--- config.mk ---
export PLATFORM = sky130hd
export DESIGN_NAME = uart_bank_regs
export DESIGN_NICKNAME = d
export VERILOG_FILES = /design/src/rtl/ubr_pkg.sv /design/src/rtl/ubr_bank_sel.sv /design/src/rtl/ubr_decode.sv /design/src/rtl/ubr_regfile.sv /design/src/rtl/uart_bank_regs.sv
export SDC_FILE = /design/constraint.sdc
export NUM_CORES = 1
export LEC_CHECK = 0
export BUFFER_PORTS_ARGS = -buffer_cell sky130_fd_sc_hd__buf_2
export CAP_MARGIN = 40
export CORE_AREA = 2 2 159 161
export CTS_BUF_LIST = sky130_fd_sc_hd__clkbuf_8
export DETAILED_ROUTE_END_ITERATION = 7
export DIE_AREA = 0 0 161 163
export HOLD_SLACK_MARGIN = 0.15
export MAX_ROUTING_LAYER = met4
export PLACE_DENSITY = 0.7
export REMOVE_ABC_BUFFERS = 1
export SETUP_SLACK_MARGIN = 0.1
export SYNTH_ARGS = -nofsm -noshare
export SYNTH_HDL_FRONTEND = slang
export SYNTH_SLANG_ARGS = --single-unit
--- constraint.sdc ---
create_clock -name clk -period 12.45 [get_ports clk]
set_clock_uncertainty 0.1 [all_clocks]
set_input_delay 1.8675 -clock clk [delete_from_list [all_inputs] [get_ports clk]]
set_output_delay 1.8675 -clock clk [all_outputs]
set_load 0.01 [all_outputs]
--- src/rtl/ubr_pkg.sv ---
`timescale 1ns/1ps
package ubr_pkg;
   localparam int BYTE_W   = 8;
   localparam int OFF_W    = 5;
   localparam int N_BYTE4  = 4;
   localparam logic [BYTE_W-1:0] LOCK_KEY = 8'hBF;
   localparam int ENH_BIT  = 4;
   localparam int THR_BIT  = 6;
   localparam int DL_BIT   = 7;

   typedef enum logic [4:0] {
      T_NONE, T_RHR, T_THR, T_IEN, T_IID, T_FCTL, T_LCTL, T_MCTL,
      T_LSTAT, T_MSTAT, T_SCRATCH, T_MODE, T_MODE2, T_SUP, T_FLVL,
      T_BLK, T_AUX, T_SUPC, T_SSTAT, T_ELEN, T_DLO, T_DHI, T_DAUX,
      T_EFEAT, T_FC0, T_FC1, T_FC2, T_FC3, T_FTHR, T_TLVL
   } tgt_e;

   typedef struct packed {
      logic key;
      logic dl;
      logic thr;
   } bank_t;

   function automatic tgt_e map_default(input logic [OFF_W-1:0] off, input logic is_wr);
      tgt_e t;
      case (off)
         5'h00: t = is_wr ? T_THR : T_RHR;
         5'h01: t = T_IEN;
         5'h02: t = is_wr ? T_FCTL : T_IID;
         5'h03: t = T_LCTL;
         5'h04: t = T_MCTL;
         5'h05: t = is_wr ? T_NONE : T_LSTAT;
         5'h06: t = is_wr ? T_NONE : T_MSTAT;
         5'h07: t = T_SCRATCH;
         5'h08: t = T_MODE;
         5'h09: t = T_MODE2;
         5'h0A, 5'h0B, 5'h0C, 5'h0D: t = is_wr ? T_FLVL : T_SUP;
         5'h0E: t = T_BLK;
         5'h0F: t = T_AUX;
         5'h10: t = T_SUPC;
         5'h11: t = is_wr ? T_NONE : T_SSTAT;
         5'h12: t = T_ELEN;
         default: t = T_NONE;
      endcase
      return t;
   endfunction
endpackage

--- src/rtl/ubr_bank_sel.sv ---
`timescale 1ns/1ps
module ubr_bank_sel
   import ubr_pkg::*;
(
   input  logic [BYTE_W-1:0] line_ctl,
   input  logic [BYTE_W-1:0] modem_ctl,
   input  logic [BYTE_W-1:0] ext_feat,
   output bank_t             bank
);
   logic key_hit;
   assign key_hit  = (line_ctl == LOCK_KEY);
   assign bank.key = key_hit;
   assign bank.dl  = line_ctl[DL_BIT] & ~key_hit;
   assign bank.thr = ext_feat[ENH_BIT] & modem_ctl[THR_BIT];
endmodule

--- src/rtl/ubr_decode.sv ---
`timescale 1ns/1ps
module ubr_decode
   import ubr_pkg::*;
#(
   parameter int ADDR_W = 5,
   parameter bit IS_WR  = 1'b0
)(
   input  logic [ADDR_W-1:0] addr,
   input  bank_t             bank,
   output tgt_e              tgt
);
   logic [OFF_W-1:0] off;
   logic             hi_set;

   assign off = addr[OFF_W-1:0];

   generate
      if (ADDR_W > OFF_W) begin : g_hi
         assign hi_set = |addr[ADDR_W-1:OFF_W];
      end else begin : g_nohi
         assign hi_set = 1'b0;
      end
   endgenerate

   always_comb begin
      tgt = map_default(off, IS_WR);
      if (bank.thr) begin
         case (off)
            5'h06: tgt = T_FTHR;
            5'h07: tgt = T_TLVL;
            default: ;
         endcase
      end
      if (bank.dl) begin
         case (off)
            5'h00: tgt = T_DLO;
            5'h01: tgt = T_DHI;
            5'h0F: tgt = T_DAUX;
            default: ;
         endcase
      end
      if (bank.key) begin
         case (off)
            5'h00, 5'h01, 5'h0F: tgt = T_NONE;
            5'h02: tgt = T_EFEAT;
            5'h04: tgt = T_FC0;
            5'h05: tgt = T_FC1;
            5'h06: tgt = T_FC2;
            5'h07: tgt = T_FC3;
            default: ;
         endcase
      end
      if (hi_set) tgt = T_NONE;
   end
endmodule

--- src/rtl/ubr_regfile.sv ---
`timescale 1ns/1ps
module ubr_regfile
   import ubr_pkg::*;
#(
   parameter logic [BYTE_W-1:0] MODE_RST = 8'h07
)(
   input  logic                      clk,
   input  logic                      rst_n,
   input  tgt_e                      wr_sel,
   input  logic [1:0]                lane,
   input  logic [BYTE_W-1:0]         wdata,
   output logic [BYTE_W-1:0]         line_ctl,
   output logic [BYTE_W-1:0]         modem_ctl,
   output logic [BYTE_W-1:0]         int_en,
   output logic [BYTE_W-1:0]         fifo_ctl,
   output logic [BYTE_W-1:0]         ext_feat,
   output logic [2*BYTE_W-1:0]       divisor,
   output logic [BYTE_W-1:0]         div_aux,
   output logic [N_BYTE4*BYTE_W-1:0] flow_chr,
   output logic [BYTE_W-1:0]         flow_thr,
   output logic [BYTE_W-1:0]         trig_lvl,
   output logic [N_BYTE4*BYTE_W-1:0] fifo_lvl,
   output logic [BYTE_W-1:0]         mode_sel,
   output logic [BYTE_W-1:0]         mode2,
   output logic [BYTE_W-1:0]         scratch,
   output logic [BYTE_W-1:0]         blk_ctl,
   output logic [BYTE_W-1:0]         aux_ctl,
   output logic [BYTE_W-1:0]         supp_ctl,
   output logic [BYTE_W-1:0]         ext_len
);
   always_ff @(posedge clk or negedge rst_n) begin
      if (!rst_n) begin
         line_ctl  <= '0;
         modem_ctl <= '0;
         int_en    <= '0;
         fifo_ctl  <= '0;
         ext_feat  <= '0;
         divisor   <= '0;
         div_aux   <= '0;
         flow_thr  <= '0;
         trig_lvl  <= '0;
         mode_sel  <= MODE_RST;
         mode2     <= '0;
         scratch   <= '0;
         blk_ctl   <= '0;
         aux_ctl   <= '0;
         supp_ctl  <= '0;
         ext_len   <= '0;
      end else begin
         case (wr_sel)
            T_LCTL:    line_ctl  <= wdata;
            T_MCTL:    modem_ctl <= wdata;
            T_IEN:     int_en    <= wdata;
            T_FCTL:    if (ext_feat[ENH_BIT]) fifo_ctl <= wdata;
            T_EFEAT:   ext_feat  <= wdata;
            T_DLO:     divisor[BYTE_W-1:0]        <= wdata;
            T_DHI:     divisor[2*BYTE_W-1:BYTE_W] <= wdata;
            T_DAUX:    div_aux   <= wdata;
            T_FTHR:    flow_thr  <= wdata;
            T_TLVL:    trig_lvl  <= wdata;
            T_MODE:    mode_sel  <= wdata;
            T_MODE2:   mode2     <= wdata;
            T_SCRATCH: scratch   <= wdata;
            T_BLK:     blk_ctl   <= wdata;
            T_AUX:     aux_ctl   <= wdata;
            T_SUPC:    supp_ctl  <= wdata;
            T_ELEN:    ext_len   <= wdata;
            default: ;
         endcase
      end
   end

   generate
      for (genvar g = 0; g < N_BYTE4; g++) begin : g_b4
         localparam tgt_e FC_T = tgt_e'(int'(T_FC0) + g);
         always_ff @(posedge clk or negedge rst_n) begin
            if (!rst_n) begin
               flow_chr[g*BYTE_W +: BYTE_W] <= '0;
               fifo_lvl[g*BYTE_W +: BYTE_W] <= '0;
            end else begin
               if (wr_sel == FC_T)
                  flow_chr[g*BYTE_W +: BYTE_W] <= wdata;
               if (wr_sel == T_FLVL && lane == 2'(g))
                  fifo_lvl[g*BYTE_W +: BYTE_W] <= wdata;
            end
         end
      end
   endgenerate
endmodule

--- src/rtl/uart_bank_regs.sv ---
`timescale 1ns/1ps
module uart_bank_regs
   import ubr_pkg::*;
#(
   parameter int                ADDR_W    = 5,
   parameter bit                RDATA_REG = 1'b0,
   parameter logic [BYTE_W-1:0] MODE_RST  = 8'h07
)(
   input  logic                      clk,
   input  logic                      rst_n,
   input  logic                      rd_en,
   input  logic                      wr_en,
   input  logic [ADDR_W-1:0]         addr,
   input  logic [BYTE_W-1:0]         wdata,
   output logic [BYTE_W-1:0]         rdata,
   input  logic [BYTE_W-1:0]         rx_byte,
   input  logic [BYTE_W-1:0]         int_id,
   input  logic [BYTE_W-1:0]         line_stat,
   input  logic [BYTE_W-1:0]         modem_stat,
   input  logic [N_BYTE4*BYTE_W-1:0] sup_stat,
   input  logic                      tx_full,
   output logic                      rx_pop,
   output logic                      tx_push,
   output logic [BYTE_W-1:0]         tx_byte,
   output logic [BYTE_W-1:0]         line_ctl,
   output logic [BYTE_W-1:0]         modem_ctl,
   output logic [BYTE_W-1:0]         int_en,
   output logic [BYTE_W-1:0]         fifo_ctl,
   output logic [BYTE_W-1:0]         ext_feat,
   output logic [2*BYTE_W-1:0]       divisor,
   output logic [BYTE_W-1:0]         div_aux,
   output logic [N_BYTE4*BYTE_W-1:0] flow_chr,
   output logic [BYTE_W-1:0]         flow_thr,
   output logic [BYTE_W-1:0]         trig_lvl,
   output logic [N_BYTE4*BYTE_W-1:0] fifo_lvl,
   output logic [BYTE_W-1:0]         mode_sel,
   output logic [BYTE_W-1:0]         mode2,
   output logic [BYTE_W-1:0]         blk_ctl,
   output logic [BYTE_W-1:0]         aux_ctl,
   output logic [BYTE_W-1:0]         supp_ctl,
   output logic [BYTE_W-1:0]         ext_len
);
   generate
      if (ADDR_W < OFF_W) begin : g_bad_addr
         $error("uart_bank_regs: ADDR_W must cover offsets up to 0x12");
      end
   endgenerate

   bank_t             bank;
   tgt_e              rd_tgt, wr_tgt, wr_sel;
   logic [1:0]        lane;
   logic [BYTE_W-1:0] scratch;
   logic [BYTE_W-1:0] rd_mux;
   logic              pop_q, push_q;
   logic [BYTE_W-1:0] byte_q;

   assign lane   = 2'(addr[1:0] + 2'd2);
   assign wr_sel = wr_en ? wr_tgt : T_NONE;

   ubr_bank_sel i_bank (
      .line_ctl (line_ctl),
      .modem_ctl(modem_ctl),
      .ext_feat (ext_feat),
      .bank     (bank)
   );

   ubr_decode #(.ADDR_W(ADDR_W), .IS_WR(1'b0)) i_rd_dec (
      .addr(addr), .bank(bank), .tgt(rd_tgt)
   );

   ubr_decode #(.ADDR_W(ADDR_W), .IS_WR(1'b1)) i_wr_dec (
      .addr(addr), .bank(bank), .tgt(wr_tgt)
   );

   ubr_regfile #(.MODE_RST(MODE_RST)) i_regs (
      .clk      (clk),
      .rst_n    (rst_n),
      .wr_sel   (wr_sel),
      .lane     (lane),
      .wdata    (wdata),
      .line_ctl (line_ctl),
      .modem_ctl(modem_ctl),
      .int_en   (int_en),
      .fifo_ctl (fifo_ctl),
      .ext_feat (ext_feat),
      .divisor  (divisor),
      .div_aux  (div_aux),
      .flow_chr (flow_chr),
      .flow_thr (flow_thr),
      .trig_lvl (trig_lvl),
      .fifo_lvl (fifo_lvl),
      .mode_sel (mode_sel),
      .mode2    (mode2),
      .scratch  (scratch),
      .blk_ctl  (blk_ctl),
      .aux_ctl  (aux_ctl),
      .supp_ctl (supp_ctl),
      .ext_len  (ext_len)
   );

   always_comb begin
      case (rd_tgt)
         T_RHR:     rd_mux = rx_byte;
         T_IEN:     rd_mux = int_en;
         T_IID:     rd_mux = int_id;
         T_LCTL:    rd_mux = line_ctl;
         T_MCTL:    rd_mux = modem_ctl;
         T_LSTAT:   rd_mux = line_stat;
         T_MSTAT:   rd_mux = modem_stat;
         T_SCRATCH: rd_mux = scratch;
         T_MODE:    rd_mux = mode_sel;
         T_MODE2:   rd_mux = mode2;
         T_SUP:     rd_mux = sup_stat[lane*BYTE_W +: BYTE_W];
         T_BLK:     rd_mux = blk_ctl;
         T_AUX:     rd_mux = aux_ctl;
         T_SUPC:    rd_mux = supp_ctl;
         T_SSTAT:   rd_mux = {{(BYTE_W-1){1'b0}}, tx_full};
         T_ELEN:    rd_mux = ext_len;
         T_DLO:     rd_mux = divisor[BYTE_W-1:0];
         T_DHI:     rd_mux = divisor[2*BYTE_W-1:BYTE_W];
         T_DAUX:    rd_mux = div_aux;
         T_EFEAT:   rd_mux = ext_feat;
         T_FC0:     rd_mux = flow_chr[0*BYTE_W +: BYTE_W];
         T_FC1:     rd_mux = flow_chr[1*BYTE_W +: BYTE_W];
         T_FC2:     rd_mux = flow_chr[2*BYTE_W +: BYTE_W];
         T_FC3:     rd_mux = flow_chr[3*BYTE_W +: BYTE_W];
         T_FTHR:    rd_mux = flow_thr;
         T_TLVL:    rd_mux = trig_lvl;
         default:   rd_mux = '0;
      endcase
   end

   generate
      if (RDATA_REG) begin : g_rd_reg
         always_ff @(posedge clk or negedge rst_n) begin
            if (!rst_n)     rdata <= '0;
            else if (rd_en) rdata <= rd_mux;
         end
      end else begin : g_rd_comb
         assign rdata = rd_mux;
      end
   endgenerate

   always_ff @(posedge clk or negedge rst_n) begin
      if (!rst_n) begin
         pop_q  <= 1'b0;
         push_q <= 1'b0;
         byte_q <= '0;
      end else begin
         pop_q  <= rd_en && (rd_tgt == T_RHR);
         push_q <= wr_en && (wr_tgt == T_THR);
         if (wr_en && wr_tgt == T_THR) byte_q <= wdata;
      end
   end

   assign rx_pop  = pop_q;
   assign tx_push = push_q;
   assign tx_byte = byte_q;
endmodule

# Word-level counts from Yosys, hierarchy flattened

Memory sizes are Yosys's and may differ from the RTL's.
Cells that the tools add are included.

Input port bits: 82
Register bits: 210
ROM bits: 320
Output and inout port bits: 210
Memories kept: 2

Memory list:

| name             | depth | width | read ports | clocked after memory_dff | wr ports | RTL line      | text |
|---|---|---|---|---|---|---|---|
| (name not given) | 32    | 5     | 1          | 0                        | 0        | ubr_pkg.sv:26 | `case (off)` |
| (name not given) | 32    | 5     | 1          | 0                        | 0        | ubr_pkg.sv:26 |  |

Bitwise logic cells: 3
Eq/ne operators: 60
Reductions and logical operators: 10
Shifts and indexed selects: 1
$add $sub $neg: 1
Muxes and demuxes: 14

Operators with widths:

| kind                                                 | count |
|---|---|
| case mux 8 bit (26 select lines)                     | 1 |
| equality test 5 bit (second input constant)          | 27 |
| equality test 5 x 4 -> 1 bit (second input constant) | 13 |
| case mux 5 bit (6 select lines)                      | 2 |
| equality test 5 x 3 -> 1 bit (second input constant) | 10 |
| 2-to-1 mux 5 bit                                     | 7 |
| variable part select 32 x 6 -> 8 bit                 | 1 |
| case mux 5 bit (3 select lines)                      | 2 |
| equality test 5 x 2 -> 1 bit (second input constant) | 4 |
| case mux 5 bit (2 select lines)                      | 2 |
| equality test 5 x 1 -> 1 bit (second input constant) | 2 |
| equality test 8 bit (second input constant)          | 1 |
| logical AND 1 bit                                    | 6 |
| zero test 5 bit                                      | 1 |
| equality test 2 bit (second input constant)          | 2 |
| OR reduction 3 bit                                   | 1 |
| adder 2 bit (second input constant)                  | 1 |
| bitwise AND 1 bit                                    | 2 |
| equality test 2 x 1 -> 1 bit (second input constant) | 1 |
| zero test 2 bit                                      | 1 |
| AND reduction 2 bit                                  | 1 |
| inverter 1 bit                                       | 1 |

# Longest topological paths before layout

Gate-level depths: netlist of the first run.

Depth in word-level cells: 10
Gate-level depth with buffers: 15

# Modules after synthesis

Synthesis of the first run repeated with hierarchy kept, for this count alone.

Cells, all modules: 953
Area total of the unflattened synthesis: 11358.4 um^2

By module, submodules not included:

| module                 | sequential area each (um^2) | area an instance (um^2) | cells each | instances |
|---|---|---|---|---|
| ubr_regfile            | 5008.6                      | 7709.9                  | 468        | 1 |
| uart_bank_regs         | 250.2                       | 2547.4                  | 328        | 1 |
| ubr_decode at i_wr_dec | 0.0                         | 536.8                   | 76         | 1 |
| ubr_decode at i_rd_dec | 0.0                         | 500.5                   | 74         | 1 |
| ubr_bank_sel           | 0.0                         | 63.8                    | 7          | 1 |

# Worst setup path after synthesis of the first run

Ideal clock, no wire load.

Path kind: input -> output
Start point: in addr[0]
End point: out rdata[2]
Path slack: 5.187 ns
Stages: 13
Arrival time: 5.296 ns
Data required time: 10.483 ns
Cell sequence: buf_1 inv_1 ha_1 or4_4 o211ai_4 nor2_2 or3_4 o21a_1 buf_2 a221oi_1 a211oi_1 a21o_1 or4_1

Longest elaborated chain between the ends: 9

RTL lines:

| item                                                                | RTL line              | text |
|---|---|---|
| from (decl)                                                         | uart_bank_regs.sv:13  | `input logic [ADDR_W-1:0] addr,` |
| memory (32 x 5 bit) or equality test 5 x 3 -> 1 bit (tied branches) | --                    |  |
| case mux 5 bit (2 select lines)                                     | ubr_decode.sv:28      | `case (off)` |
| 2-to-1 mux 5 bit                                                    | ubr_decode.sv:27      | `if (bank.thr) begin` |
| case mux 5 bit (3 select lines)                                     | ubr_decode.sv:35      | `case (off)` |
| 2-to-1 mux 5 bit                                                    | ubr_decode.sv:34      | `if (bank.dl) begin` |
| case mux 5 bit (6 select lines)                                     | ubr_decode.sv:43      | `case (off)` |
| 2-to-1 mux 5 bit                                                    | ubr_decode.sv:42      | `if (bank.key) begin` |
| equality test 5 bit, or another cell as far along                   | uart_bank_regs.sv:102 | `case (rd_tgt)` |
| case mux 8 bit (26 select lines) *                                  | uart_bank_regs.sv:102 |  |
| to (decl)                                                           | uart_bank_regs.sv:15  | `output logic [BYTE_W-1:0] rdata,` |

Every way passes the cells marked *; elsewhere a longest branch is shown, timed or not.

# Worst setup path in the final report of the first run

Same ends and word-level chain as after synthesis.

==> results of run 1 <==
[cells in the mapped netlist, drive strengths merged, types with 9 or more instances]
library cell	n	area, sq um
a222oi	9	90.1
buf	35	191
mux2	217	2470
clkbuf	31	116
dfrtp	207	5180
nand2	61	229
nor3	15	119
o21ai	20	104
mux4	10	225
nand3	46	230
a22oi	14	119
nand4	16	106
nor4	9	98.8
mux2i	12	120
nor2	28	125
a21oi	19	106
and3	20	125
[through the flow]
step	instance area (sq um)	hold slack, ns	std cells	util, %
floorplan	10600	0.372	843	-
global placement	12700	0.364	1479	51.3
detailed placement	12700	0.381	1482	51.5
CTS	13400	0.396	1543	54.3
global route	13400	0.411	1544	54.3
finish	13400	0.389	1545	54.3
[layout make-up]
class | count | area (sq um)
fill | 2202 | 11300
clock buffer | 39 | 537
tap | 330 | 413
inverter | 8 | 30.0
sequential | 210 | 5260
clock inverter | 22 | 143
multi-input combinational | 625 | 5380
timing repair buffer | 310 | 1640
antenna | 1 | 2.50
[kinds of logic (layout without fill, tap and decap cells)]
family	Yosys count	in the layout
AO/OA/AOI/OAI	145	145
AND/OR/NAND/NOR	234	234
multiplexers	239	239
flip-flops	210	210
buffers and inverters	74	379
other	0	1
adder cells (fa/ha/maj)	7	7
[metal layers]
layer  share of wire (%)  GRT usage [%]  up-vias
li1                    -              -     4014
met1                  42           41.4     4821
met4                 2.6           9.90        0
met3                 8.5           6.01       76
met2                  47           50.1      504
met5                   0              -        -
[power breakdown]
part           switching [mW]  internal [mW]
logic                   0.215          0.169
registers              0.0774          0.763
clock network           0.274          0.328
total                   0.566           1.26
[layout by cell type (no fill, tap or decap), drive strengths merged, types with 12 or more instances in the layout]
cell type / count
a21oi: 19
a22oi: 14
and3: 20
buf: 309
clkbuf: 40
dfrtp: 207
inv: 24
mux2: 217
mux2i: 12
nand2: 61
nand3: 46
nand4: 16
nor2: 28
nor3: 15
o21ai: 20
[worst max-delay path, cell delays in order]
cell	delay, ns
buf_2	0.42
inv_1	0.20
ha_1	0.40
or4_4	0.56
nand3_1	0.13
or2_1	0.26
o21a_1	0.16
buf_4	0.40
mux2_2	0.40
a221oi_1	0.26
a211oi_1	0.09
a21o_1	0.17
or4_1	0.54
buf_2	0.16
[final timing paths]
path / startpoint / to
setup reg to reg: i_regs.line_ctl[7]$_DFFE_PN0N_ / i_regs.fifo_lvl[22]$_DFFE_PN0P_
hold reg to reg: i_regs.fifo_lvl[31]$_DFFE_PN0P_ / i_regs.fifo_lvl[31]$_DFFE_PN0P_
setup / recovery: addr[0] / rdata[2]
hold / removal: i_regs.fifo_lvl[31]$_DFFE_PN0P_ / i_regs.fifo_lvl[31]$_DFFE_PN0P_
min in group asynchronous: rst_n / i_regs.fifo_lvl[22]$_DFFE_PN0P_
max in group asynchronous: rst_n / i_regs.mode_sel[1]$_DFFE_PN1N_
==> flow_summary_export.csv, run 1 <==
group,metric,value,unit
yosys,synthesis_warnings,0,
sta,worst_pin_slew,0.907,ns
clocking,cts.clk_slew.worst_paths,0.06,ns
yosys,synth-adder-area-share,0.800,%
critical_path,cp_data_required_time,10.48,ns
clocking,cts_max_path_buffers,3,
sta,timing.final.hold_violations,0,
clocking,cts_num_sinks,210,
yosys,synthMuxAreaShare,25.8,%
drt,drt_drc_violations_left,0,
clocking,hold_buffer_count_at_cts,0,
critical_path,critPathCaptureType,"primary output",
status,status,"finished clean",
drt,routed_wl,40800,microns
clocking,postCtsSetupBuffers,0,
min_path,hold_path_class,"register to register",
grt,gr-usage-all-layers,31.6,%
power_and_ir_drop,fin_total_pwr,1.83,mW
clocking,cts_repair_resize_count,0,
floorplan,area_enclosed_by_the_die_boundary,0.0262,sq mm
sta,final_max_slew_viol_count,0,
yosys,synth_enable_flop_cells,0,
min_path,worst_hold_path.num_cells,1,
floorplan,floorplan.rows,58,
sta,timing.slew.headroom,39.0,%
place,dpl_worst_slack,4.44,ns
grt,grt_max_degree,85,
yosys,synth-seq-cells,210,
floorplan,die-height,163,microns
clocking,clkLatencyLatePin,0.51,ns
critical_path,cp-start-kind,"primary input",
yosys,synth_compound_area_share,10.2,%
flow_run,cap_viol_max_count,0,
yosys,dominantRegCellSynth,"dfrtp_1",
grt,antenna_violations_before_repair,0,
critical_path,number_of_cell_instances_on_the_worst_register_to_register_path,9,
final_layout,final_nets,1279,
critical_path,setup.worst_path.class,"primary input to primary output",
yosys,yosys.area_share.simple,12.2,%
clocking,tritoncts,"yes",
floorplan,pin_count,292,
final_layout,reg.largest.list,"i_regs.fifo_lvl: 32 flops, i_regs.flow_chr: 32 flops, i_regs.divisor: 16 flops",
yosys,synth.cell_area,0.0109,sq mm
sta,finalSetupTns,0,ns
yosys,postSynthAreaPerCell,12.0,sq um
yosys,synthDistinctLibCells,84,
critical_path,timing.critical_path.fanout_max,38,
sta,grt_setup_unrepaired,"false",
clocking,cts_made_buffers,35,
yosys,synth_top_family_by_area,"multiplexers",
clocking,clk_root_buffer_cell,"clkbuf_8",
grt,first_global_vias,9315,
sta,final.period_utilization,64.5,%
drt,dr_total_vias,9415,
sta,period_needed,8.02,ns
yosys,synthXorXnorAreaFrac,0,%
yosys,synth_seq_area_share,48.0,%
sta,timing.fmax,125,MHz
drt,ant_nets,0,
sta,setup_viol_count_final,0,
floorplan,design.core.area,0.0247,sq mm
place,place_hpwl,29100,microns
drt,detailedRoute.firstPassIterationCount,8,
critical_path,data_arrival_at_the_endpoint_of_the_critical_path,6.06,ns
power_and_ir_drop,power.density_cell_area,136,mW/mm^2
clocking,h-tree-depth,2,
final_layout,area_growth_syn_to_layout,22.4,%
yosys,synth-async-reset-ratio,100,%
place,io_buffers,291,
drt,vias_per_cell,6.09,
grt,globalRoute.totalOverflow,0,
critical_path,r2r_slack,8.32,ns
drt,drt_first_iter_violations,892,
floorplan,floorplan.initialDensity,44.4,%
power_and_ir_drop,cellLeakagePower,6.94,nW
drt,routedWlPerCell,26.4,microns
yosys,postSynthCellCount,909,
floorplan,die_x_extent,161,microns
final_layout,drive_gt1_share,51.3,%
place,routability_congestion_estimate,1.01,
grt,grt_pass1_wl,59700,microns
power_and_ir_drop,power.ir.vdd_worst,0.118,mV
sta,setup_slack,4.43,ns
Note: power is estimated with default switching activity, not from simulation.
==> run 2, diff against run 1 <==
--- a/config.mk
+++ b/config.mk
@@ -5,6 +5,7 @@
 export SDC_FILE = /design/constraint.sdc
 export NUM_CORES = 1
 export LEC_CHECK = 0
+export ABC_AREA = 1
 export BUFFER_PORTS_ARGS = -buffer_cell sky130_fd_sc_hd__buf_2
 export CAP_MARGIN = 40
 export CORE_AREA = 2 2 159 161
@@ -13,7 +14,7 @@
 export DIE_AREA = 0 0 161 163
 export HOLD_SLACK_MARGIN = 0.15
 export MAX_ROUTING_LAYER = met4
-export PLACE_DENSITY = 0.7
+export PLACE_DENSITY = 0.69
 export REMOVE_ABC_BUFFERS = 1
 export SETUP_SLACK_MARGIN = 0.1
 export SYNTH_ARGS = -nofsm -noshare
==> constraint.sdc (replaced) <==
create_clock -name clk -period 8.2 [get_ports clk]
set_clock_uncertainty 0.1 [all_clocks]
set_input_delay 1.23 -clock clk [delete_from_list [all_inputs] [get_ports clk]]
set_output_delay 1.23 -clock clk [all_outputs]
set_load 0.01 [all_outputs]
==> run 2 against run 1 <==
Effect of this change:
- wire length down 0.29%
- via count up 17%
- cell area down 0.34%
==> flow_summary_export.csv, run 2 <==
group,metric,value,unit
status,status,"finished clean",
yosys,synth_common_cells,"nand2_1 (434), dfrtp_1 (207), o21ai_1 (149)",
yosys,yosysTopAreaCell,"dfrtp_1",
critical_path,critPathCaptureType,"primary output",
drt,detail_route.wirelength.met1,17000,microns
yosys,synthesis_warnings,0,
yosys,synth.cell_area,0.0109,sq mm
floorplan,area_enclosed_by_the_die_boundary,0.0262,sq mm
power_and_ir_drop,cellLeakagePower,7.27,nW
floorplan,floorplan.rows,58,
critical_path,cp-start-kind,"primary input",
sta,final_max_slew_viol_count,0,
drt,routed_wl,40700,microns
final_layout,final_core_utilization,54.1,%
power_and_ir_drop,power.density_cell_area,211,mW/mm^2
clocking,cts.clk_slew.worst_paths,0.06,ns
sta,worst_pin_slew,1.04,ns
place,dpl_worst_slack,1.59,ns
final_layout,area_growth_syn_to_layout,22.9,%
drt,detailedRoute.firstPassIterationCount,6,
final_layout,layout.cells.non_filler,1999,
floorplan,pin_count,292,
drt,ant_nets,0,
floorplan,die-height,163,microns
floorplan,design.core.area,0.0247,sq mm
sta,timing.slew.headroom,30.7,%
clocking,h-tree-depth,2,
drt,dr_total_vias,11029,
drt,topRoutingLayerUsed,"met4",
yosys,postSynthAreaPerCell,7.90,sq um
yosys,synth_enable_flop_cells,0,
place,routability_congestion_estimate,0.981,
sta,hold-worst-slack,0.364,ns
sta,setup_slack,1.51,ns
floorplan,floorplan.initialDensity,44.0,%
final_layout,final_area,0.0134,sq mm
clocking,cts_repair_resize_count,0,
clocking,tritoncts,"yes",
yosys,synth.most_common_cell,"nand2_1",
drt,dr_wl_met3,3330,microns
drt,vias_per_cell,5.52,
power_and_ir_drop,fin_total_pwr,2.82,mW
critical_path,data_arrival_at_the_endpoint_of_the_critical_path,5.36,ns
critical_path,setup.worst_path.class,"primary input to primary output",
clocking,cts_made_buffers,38,
yosys,post_synth_main_area_contributors,"dfrtp_1 (48%), nand2_1 (15%), o21ai_1 (6.9%), nand3_1 (6.3%), nand4_1 (3.5%)",
sta,timing.fmax,149,MHz
clocking,postCtsSetupBuffers,0,
clocking,cts_max_path_buffers,3,
power_and_ir_drop,switching_share,33.1,%
sta,period_needed,6.69,ns
yosys,postSynthCellCount,1375,
power_and_ir_drop,portion_of_total_power_attributed_to_combinational_logic,20.3,%
grt,grt_max_degree,136,
drt,routedWlPerCell,20.4,microns
place,placement_cell_area,0.0126,sq mm
min_path,hold_path_class,"register to register",
drt,drt_first_iter_violations,1196,
drt,met2_length,18900,microns
power_and_ir_drop,internal_power,1.88,mW
clocking,clk_root_buffer_cell,"clkbuf_8",
place,place_hpwl,29400,microns
clocking,hold_buffer_count_at_cts,0,
clocking,clkLatencyLatePin,0.53,ns
clocking,cts_num_sinks,210,
flow_run,cap_viol_max_count,0,
final_layout,drive_gt1_share,27.0,%
yosys,synth-seq-cells,210,
floorplan,die_x_extent,161,microns
sta,final.period_utilization,81.6,%
yosys,synth_largest_type_area_fraction,47.7,%
final_layout,commonest_cells_after_routing_fill_and_taps_aside,"nand2_1 (434), buf_2 (290), dfrtp_1 (207), o21ai_1 (149), nand3_1 (136)",
yosys,synth-async-reset-ratio,100,%
final_layout,leading_cell_type_in_the_layout_fill_and_taps_excluded,"nand2_1",
place,post-place-cells,1933,
critical_path,cp_data_required_time,6.87,ns
final_layout,fill_cells,2389,
yosys,synthDistinctLibCells,39,
yosys,dominantRegCellSynth,"dfrtp_1",
grt,first_global_vias,10477,
power_and_ir_drop,pwr-share-clk,33.7,%
grt,grt_pass1_wl,61600,microns
final_layout,reg.largest.list,"i_regs.fifo_lvl: 32 flops, i_regs.flow_chr: 32 flops, i_regs.divisor: 16 flops",
sta,setup_viol_count_final,0,
final_layout,final_nets,1732,
grt,globalRoute.totalOverflow,0,
power_and_ir_drop,power.ir.vdd_worst,0.122,mV
drt,drt_drc_violations_left,0,
sta,grt_setup_unrepaired,"false",
grt,antenna_violations_before_repair,0,
place,io_buffers,291,
sta,finalSetupTns,0,ns
yosys,synth_seq_area_share,48.4,%
critical_path,timing.critical_path.fanout_max,22,
sta,timing.final.hold_violations,0,
grt,gr-usage-all-layers,31.5,%
power_and_ir_drop,seq_power_share,46.0,%
final_layout,number_of_inserted_diodes,0,
power_and_ir_drop,power.net_switching,0.934,mW
-- run 2: cell count changes after synthesis, sizes merged, moves of 43 or more --
cell / before / now
inv: 8 / 51
mux2: 217 / 0
nand2: 61 / 453
nand3: 46 / 147
nand4: 16 / 61
nor2: 28 / 112
o21ai: 20 / 224
-- run 2: cell families after synthesis --
group	after synthesis	synth area share [%]
and+or+nand+nor	780	32.8
AOI/OAI and AO/OA	246	12.2
DFF	210	48.4
buffers and inverters	132	5.70
adders and majority gates	7	0.806
-- run 2: path summary, 6_finish.rpt --
path | cells past startpoint | to | slack, ns | start
worst min register to register | 2 | i_regs.fifo_ctl[3]$_DFFE_PN0P_ | 0.36 | i_regs.fifo_ctl[3]$_DFFE_PN0P_
min in group asynchronous | 1 | rx_pop$_DFF_PN0_ | 0.70 | rst_n
worst max register to register | 12 | i_regs.line_ctl[6]$_DFFE_PN0N_ | 4.80 | i_regs.line_ctl[0]$_DFFE_PN0N_
worst max-delay path | 19 | rdata[0] | 1.51 | addr[0]
worst min-delay path | 2 | i_regs.fifo_ctl[3]$_DFFE_PN0P_ | 0.36 | i_regs.fifo_ctl[3]$_DFFE_PN0P_
max in group asynchronous | 3 | i_regs.mode_sel[0]$_DFFE_PN1N_ | 6.04 | rst_n
-- run 2: power by group through the flow --
stage / Clock [mW] / Sequential [mW] / Combinational (mW)
floorplan: 0 / 1.33 / 0.227
global placement: 0 / 1.31 / 0.546
detailed placement: 0 / 1.31 / 0.571
CTS: 0.965 / 1.29 / 0.572
global route: 1.02 / 1.31 / 0.629
finish: 0.949 / 1.30 / 0.572
-- run 2: layout make-up --
class	instances	area [sq um]	share of cell area, %
flip-flops and latches	210	5260	39.4
inverters	53	201	1.51
clock inverters	20	91.3	0.684
well taps	330	413	3.09
multi-input cells	1033	5010	37.5
clock buffers	46	633	4.74
repair buffers	307	1750	13.1
-- run 2: critical path: stages --
cell and delay (ns):
buf_2 0.28, clkinv_1 0.52, ha_1 0.52, nand2_1 0.10, nand2_1 0.07, nand2_1 0.10, nand2_2 0.10, nand2_1 0.21
nand3_1 0.12, nand2_1 0.09, nand2_1 0.38, nor3_4 0.78, nand3_1 0.23, nand2_1 0.12, nor2_1 0.06, nand2_1 0.06
nor2_1 0.04, nand2_1 0.17, buf_2 0.17
-- run 2: metal layers --
layer,vias to the layer above,track usage (%)
met5,-,-
met2,554,48.6
met3,93,5.63
met4,0,12.0
met1,5225,41.7
li1,5157,-
